==> config.mk <==
export PLATFORM = sky130hd
export DESIGN_NAME = cmd_seq_detect
export DESIGN_NICKNAME = d
export VERILOG_FILES = /design/src/rtl/cmd_seq_pkg.sv /design/src/rtl/cmd_seq_key_match.sv /design/src/rtl/cmd_seq_tracker.sv /design/src/rtl/cmd_seq_detect.sv
export SDC_FILE = /design/constraint.sdc
export NUM_CORES = 1
export LEC_CHECK = 0
export BUFFER_PORTS_ARGS = -buffer_cell sky130_fd_sc_hd__clkbuf_2
export CAP_MARGIN = 20
export CORE_AREA = 3 3 40 42
export DETAILED_ROUTE_END_ITERATION = 16
export DIE_AREA = 0 0 43 45
export SLEW_MARGIN = 0
export SYNTH_ARGS = -nofsm -noshare
export SYNTH_HDL_FRONTEND = slang
export SYNTH_SLANG_ARGS = --single-unit
==> constraint.sdc <==
create_clock -name clk_i -period 2.6 [get_ports clk_i]
set_clock_uncertainty 0.05 [all_clocks]
set_input_delay 0.39 -clock clk_i [delete_from_list [all_inputs] [get_ports clk_i]]
set_output_delay 0.39 -clock clk_i [all_outputs]
set_load 0.02 [all_outputs]
==> src/rtl/cmd_seq_pkg.sv <==
package cmd_seq_pkg;
  localparam int ADDR_W   = 13;
  localparam int N_PREFIX = 5;
  localparam int STEP_W   = $clog2(N_PREFIX + 1);

  localparam logic [ADDR_W-1:0] STORE_KEY  = 13'h0F0F;
  localparam logic [ADDR_W-1:0] RECALL_KEY = 13'h0F0E;

  // ordered prefix; order is behaviour
  function automatic logic [ADDR_W-1:0] prefix_key(input int idx);
    case (idx)
      0:       prefix_key = 13'h0000;
      1:       prefix_key = 13'h1555;
      2:       prefix_key = 13'h0AAA;
      3:       prefix_key = 13'h1FFF;
      default: prefix_key = 13'h10F0;
    endcase
  endfunction
endpackage

==> src/rtl/cmd_seq_key_match.sv <==
module cmd_seq_key_match
  import cmd_seq_pkg::*;
(
  input  logic [STEP_W-1:0] step_i,
  input  logic [ADDR_W-1:0] addr_i,
  output logic              step_hit_o,
  output logic              first_hit_o,
  output logic              final_o,
  output logic              store_hit_o,
  output logic              recall_hit_o
);
  logic [N_PREFIX-1:0] key_hit;

  for (genvar g = 0; g < N_PREFIX; g++) begin : g_key
    assign key_hit[g] = (addr_i == prefix_key(g));
  end

  always_comb begin
    step_hit_o = 1'b0;
    for (int i = 0; i < N_PREFIX; i++) begin
      if (step_i == STEP_W'(i)) step_hit_o = key_hit[i];
    end
  end

  assign first_hit_o  = key_hit[0];
  assign final_o      = (step_i == STEP_W'(N_PREFIX));
  assign store_hit_o  = (addr_i == STORE_KEY);
  assign recall_hit_o = (addr_i == RECALL_KEY);
endmodule

==> src/rtl/cmd_seq_tracker.sv <==
module cmd_seq_tracker
  import cmd_seq_pkg::*;
(
  input  logic              clk_i,
  input  logic              rst_ni,
  input  logic              acc_valid_i,
  input  logic              acc_write_i,
  input  logic              busy_i,
  input  logic              step_hit_i,
  input  logic              first_hit_i,
  input  logic              final_i,
  input  logic              store_hit_i,
  input  logic              recall_hit_i,
  output logic [STEP_W-1:0] step_o,
  output logic              store_fire_o,
  output logic              recall_fire_o
);
  logic [STEP_W-1:0] step_q, step_d;
  logic              take;

  assign take = acc_valid_i && !busy_i;

  always_comb begin
    step_d        = step_q;
    store_fire_o  = 1'b0;
    recall_fire_o = 1'b0;
    if (take) begin
      if (acc_write_i) begin
        step_d = '0;
      end else if (final_i) begin
        store_fire_o  = store_hit_i;
        recall_fire_o = recall_hit_i;
        step_d        = first_hit_i ? STEP_W'(1) : '0;
      end else if (step_hit_i) begin
        step_d = step_q + STEP_W'(1);
      end else begin
        // a misplaced read of the first key restarts
        step_d = first_hit_i ? STEP_W'(1) : '0;
      end
    end
  end

  always_ff @(posedge clk_i or negedge rst_ni) begin
    if (!rst_ni) step_q <= '0;
    else         step_q <= step_d;
  end

  assign step_o = step_q;

  a_r7_busy_holds: assert property (@(posedge clk_i) disable iff (!rst_ni)
    busy_i |=> $stable(step_q));
  a_r9_idle_holds: assert property (@(posedge clk_i) disable iff (!rst_ni)
    !acc_valid_i |=> $stable(step_q));
  a_r4_write_clears: assert property (@(posedge clk_i) disable iff (!rst_ni)
    (acc_valid_i && acc_write_i && !busy_i) |=> (step_q == '0));
  a_r5_step_bound: assert property (@(posedge clk_i) disable iff (!rst_ni)
    step_q <= STEP_W'(N_PREFIX));
endmodule

==> src/rtl/cmd_seq_detect.sv <==
module cmd_seq_detect
  import cmd_seq_pkg::*;
(
  input  logic              clk_i,
  input  logic              rst_ni,
  input  logic              acc_valid_i,
  input  logic              acc_write_i,
  input  logic [ADDR_W-1:0] acc_addr_i,
  input  logic              busy_i,
  input  logic              supply_low_i,
  output logic              store_req_o,
  output logic              recall_req_o
);
  logic [STEP_W-1:0] step;
  logic step_hit, first_hit, final_step, store_hit, recall_hit;
  logic store_fire, recall_fire;

  cmd_seq_key_match u_match (
    .step_i       (step),
    .addr_i       (acc_addr_i),
    .step_hit_o   (step_hit),
    .first_hit_o  (first_hit),
    .final_o      (final_step),
    .store_hit_o  (store_hit),
    .recall_hit_o (recall_hit)
  );

  cmd_seq_tracker u_track (
    .clk_i         (clk_i),
    .rst_ni        (rst_ni),
    .acc_valid_i   (acc_valid_i),
    .acc_write_i   (acc_write_i),
    .busy_i        (busy_i),
    .step_hit_i    (step_hit),
    .first_hit_i   (first_hit),
    .final_i       (final_step),
    .store_hit_i   (store_hit),
    .recall_hit_i  (recall_hit),
    .step_o        (step),
    .store_fire_o  (store_fire),
    .recall_fire_o (recall_fire)
  );

  always_ff @(posedge clk_i or negedge rst_ni) begin
    if (!rst_ni) begin
      store_req_o  <= 1'b0;
      recall_req_o <= 1'b0;
    end else begin
      store_req_o  <= store_fire && !supply_low_i;
      recall_req_o <= recall_fire;
    end
  end

  a_r10_exclusive: assert property (@(posedge clk_i) disable iff (!rst_ni)
    !(store_req_o && recall_req_o));
  a_r2_store_single: assert property (@(posedge clk_i) disable iff (!rst_ni)
    store_req_o |=> !store_req_o);
  a_r3_recall_single: assert property (@(posedge clk_i) disable iff (!rst_ni)
    recall_req_o |=> !recall_req_o);
  a_r8_low_blocks_store: assert property (@(posedge clk_i) disable iff (!rst_ni)
    (acc_valid_i && supply_low_i) |=> !store_req_o);
  a_r2_from_final: assert property (@(posedge clk_i) disable iff (!rst_ni)
    (store_req_o || recall_req_o) |-> $past(acc_valid_i && !busy_i && !acc_write_i));
endmodule

==> flow_summary.toml <==
[run_status]
status = "complete, no violations"

[sta]
max_freq_mhz = 511
timing.final.crit_period_ns = 1.96
drv_slew = 0
rsz0062_at_grt = "no"
setup_violations = 0
final.setup.tns_ns = 0
hold_viol = 0
slew_headroom = 0.674
min_period_over_period = 0.753
holdWs_ns = 0.242
tightestPinTransition_ns = 0.485

[setup_path]
arrival_ns = 2.06
start_kind = "flip-flop"
path_class = "reg -> reg"
crit_path_end_kind = "flip-flop"
rrSetupSlack_ns = 0.64
critPathMaxFanout = 4
required_ns = 2.71

[clocking]
cts_buffers = 3
cts_sinks = 5
path_clk_slew_ns = 0.05
tritoncts = "yes"
post-cts-setup-buffers = 0
cts_root_buf = "clkbuf_4"
clock_latency_ns = 0.25
htreeDepth = 1
cts_max_path_buffers = 2

[place]
routabilityCongestion = 0.706
numPortBuffers = 20
dp_hpwl_um = 879
place_area_um2 = 606
place_inst = 84

[synth]
synth_adder_area_share = 0.128
synthTopCellsByArea = "dfrtp_1 26%, ha_1 13%, o31ai_2 7.7%"
synthXorXnorAreaFrac = 0
ys.flop_type = "dfrtp_1"
yosys_warnings = 0
synth_top_family_by_area = "simple AND/OR/NAND/NOR gates"
ys_seq_elements = 5
synthSimpleGateAreaFrac = 0.393
synth_cell_types = 29
synthMuxAreaShare = 0
synthCells = 50
synth_area_leader_cell = "dfrtp_1"
synth_compound_area_frac = 0.186
synth_area_per_cell_um2 = 9.81
synthTopCellsByCount = "5 x dfrtp_1, 5 x ha_1, 4 x inv_1"
synth_top_area_frac = 0.255
synthArstFlopShare = 1.00
synth_seq_area_share = 0.255
synth_area_um2 = 490
synth_edf_count = 0
syn-num-nets = 74

[cells_and_area]
fillCellCount = 134
instances_no_fill = 89
area_growth_pct = 30.9
nets = 99
postLayoutCellArea_um2 = 642
n_antenna_cell = 0
drive_gt1_frac = 0.419

[detailed_routing]
drt_iter0_markers = 8
viasPerCell = 5.26
vias = 468
final_antenna_net_count = 0
drtPass1Iterations = 4
drc = 0
wl_per_cell_um = 11.8
routed_wl_um = 1050

[pwr]
fin_total_pwr_uw = 204
ir_drop_mv = 0.154
p_clk_frac = 0.460
combPwrFrac = 0.157
switchingPower_uw = 52.5
p_sw_frac = 0.257
p_leak_nw = 0.319
power.internal_uw = 152
p_seq_frac = 0.383
p_per_area_nw_per_um2 = 318

[global_route]
grt_max_degree = 9
first_global_vias = 426
grt_first_pass_wirelength_um = 1770
grt_usage = 0.124
antenna_found_initial = 0
grt-ovfl-total = 0

[floorplanning]
die_h_um = 45
core-area_um2 = 1280
io_pins = 21
rows = 13
start_util = 0.382
dieWidth_um = 43
die-area_um2 = 1940

[run]
maxCapViolCount = 0

[min_path]
hp-class = "in -> reg"
[power by group through the flow]
stage | Sequential [mW] | Clock, mW | Combinational, mW
after floorplan | 0.0793 | 0 | 0.00981
after global placement | 0.0792 | 0 | 0.0307
after detailed placement | 0.0792 | 0 | 0.0311
after CTS | 0.0781 | 0.0959 | 0.0323
after global routing | 0.0779 | 0.104 | 0.0357
final | 0.0781 | 0.0939 | 0.0320
[cells by family after synthesis]
logic type,Yosys count
simple gates,25
compound gates,10
buf+inv,5
fa+ha+maj,5
flops,5
[routing by layer]
| layer | vias to the layer above | share of wire | track usage |
|---|---|---|---|
| met5 | - | 0 | 0 |
| met4 | 0 | 0.015 | 0.0723 |
| met3 | 2 | 0.071 | 0.0478 |
| met2 | 16 | 0.46 | 0.186 |
| met1 | 207 | 0.45 | 0.153 |
| li1 | 243 | - | - |
[worst max-delay path: stages (launching register included)]
cell and delay [ns]:
dfrtp_1 0.41, inv_1 0.09, ha_1 0.18, nor3b_1 0.27, a41o_1 0.21, a21oi_1 0.04, o22a_1 0.19, or2_4 0.25
o31ai_2 0.17
[final timing paths]
path	from	to	depth (start not counted)
min in group asynchronous	rst_ni	store_req_o	2
min reg2reg	u_track.step_o[0]	u_track.step_o[0]	1
max reg2reg	u_track.step_o[1]	u_track.step_o[1]	8
max in group asynchronous	rst_ni	u_track.step_o[0]	2
min	supply_low_i	store_req_o	2
max	u_track.step_o[1]	u_track.step_o[1]	8
[layout by cell type (no fill, tap or decap), types with 2 or more instances in the layout]
master,n
nand3_1,2
and3_1,2
o31ai_2,3
nor4_1,3
ha_1,5
nand2_1,3
clkbuf_2,20
dfrtp_1,5
clkbuf_4,3
inv_1,4
nor3b_1,2
nor2_1,2
[through the flow]
stage / util / setup slack, ns
floorplan: - / 0.675
global placement: 0.471 / 0.457
detailed placement: 0.471 / 0.501
CTS: 0.500 / 0.648
global route: 0.500 / 0.448
finish: 0.500 / 0.643
[sequential cells by signal, indices dropped and copies added (netlist names)]
register / cells
recall_req_o: 1
u_track.step_o: 3
store_req_o: 1
[cell type report]
class	count	area (µm²)	area share
repair buffers	21	110	0.172
well taps	15	18.8	0.0292
clock buffers	4	26.3	0.0409
multi-input cells	40	347	0.540
flip-flops and latches	5	125	0.195
inverters	4	15.0	0.0234
[timing repair]
item | in CTS | in global routing
endpoints found under the setup margin | 0 | 0
hold buffers | 1 | 0
resized for setup | 0 | 0
endpoints found under the hold margin | 5 | 0
Note: power is estimated with default switching activity, not from simulation.
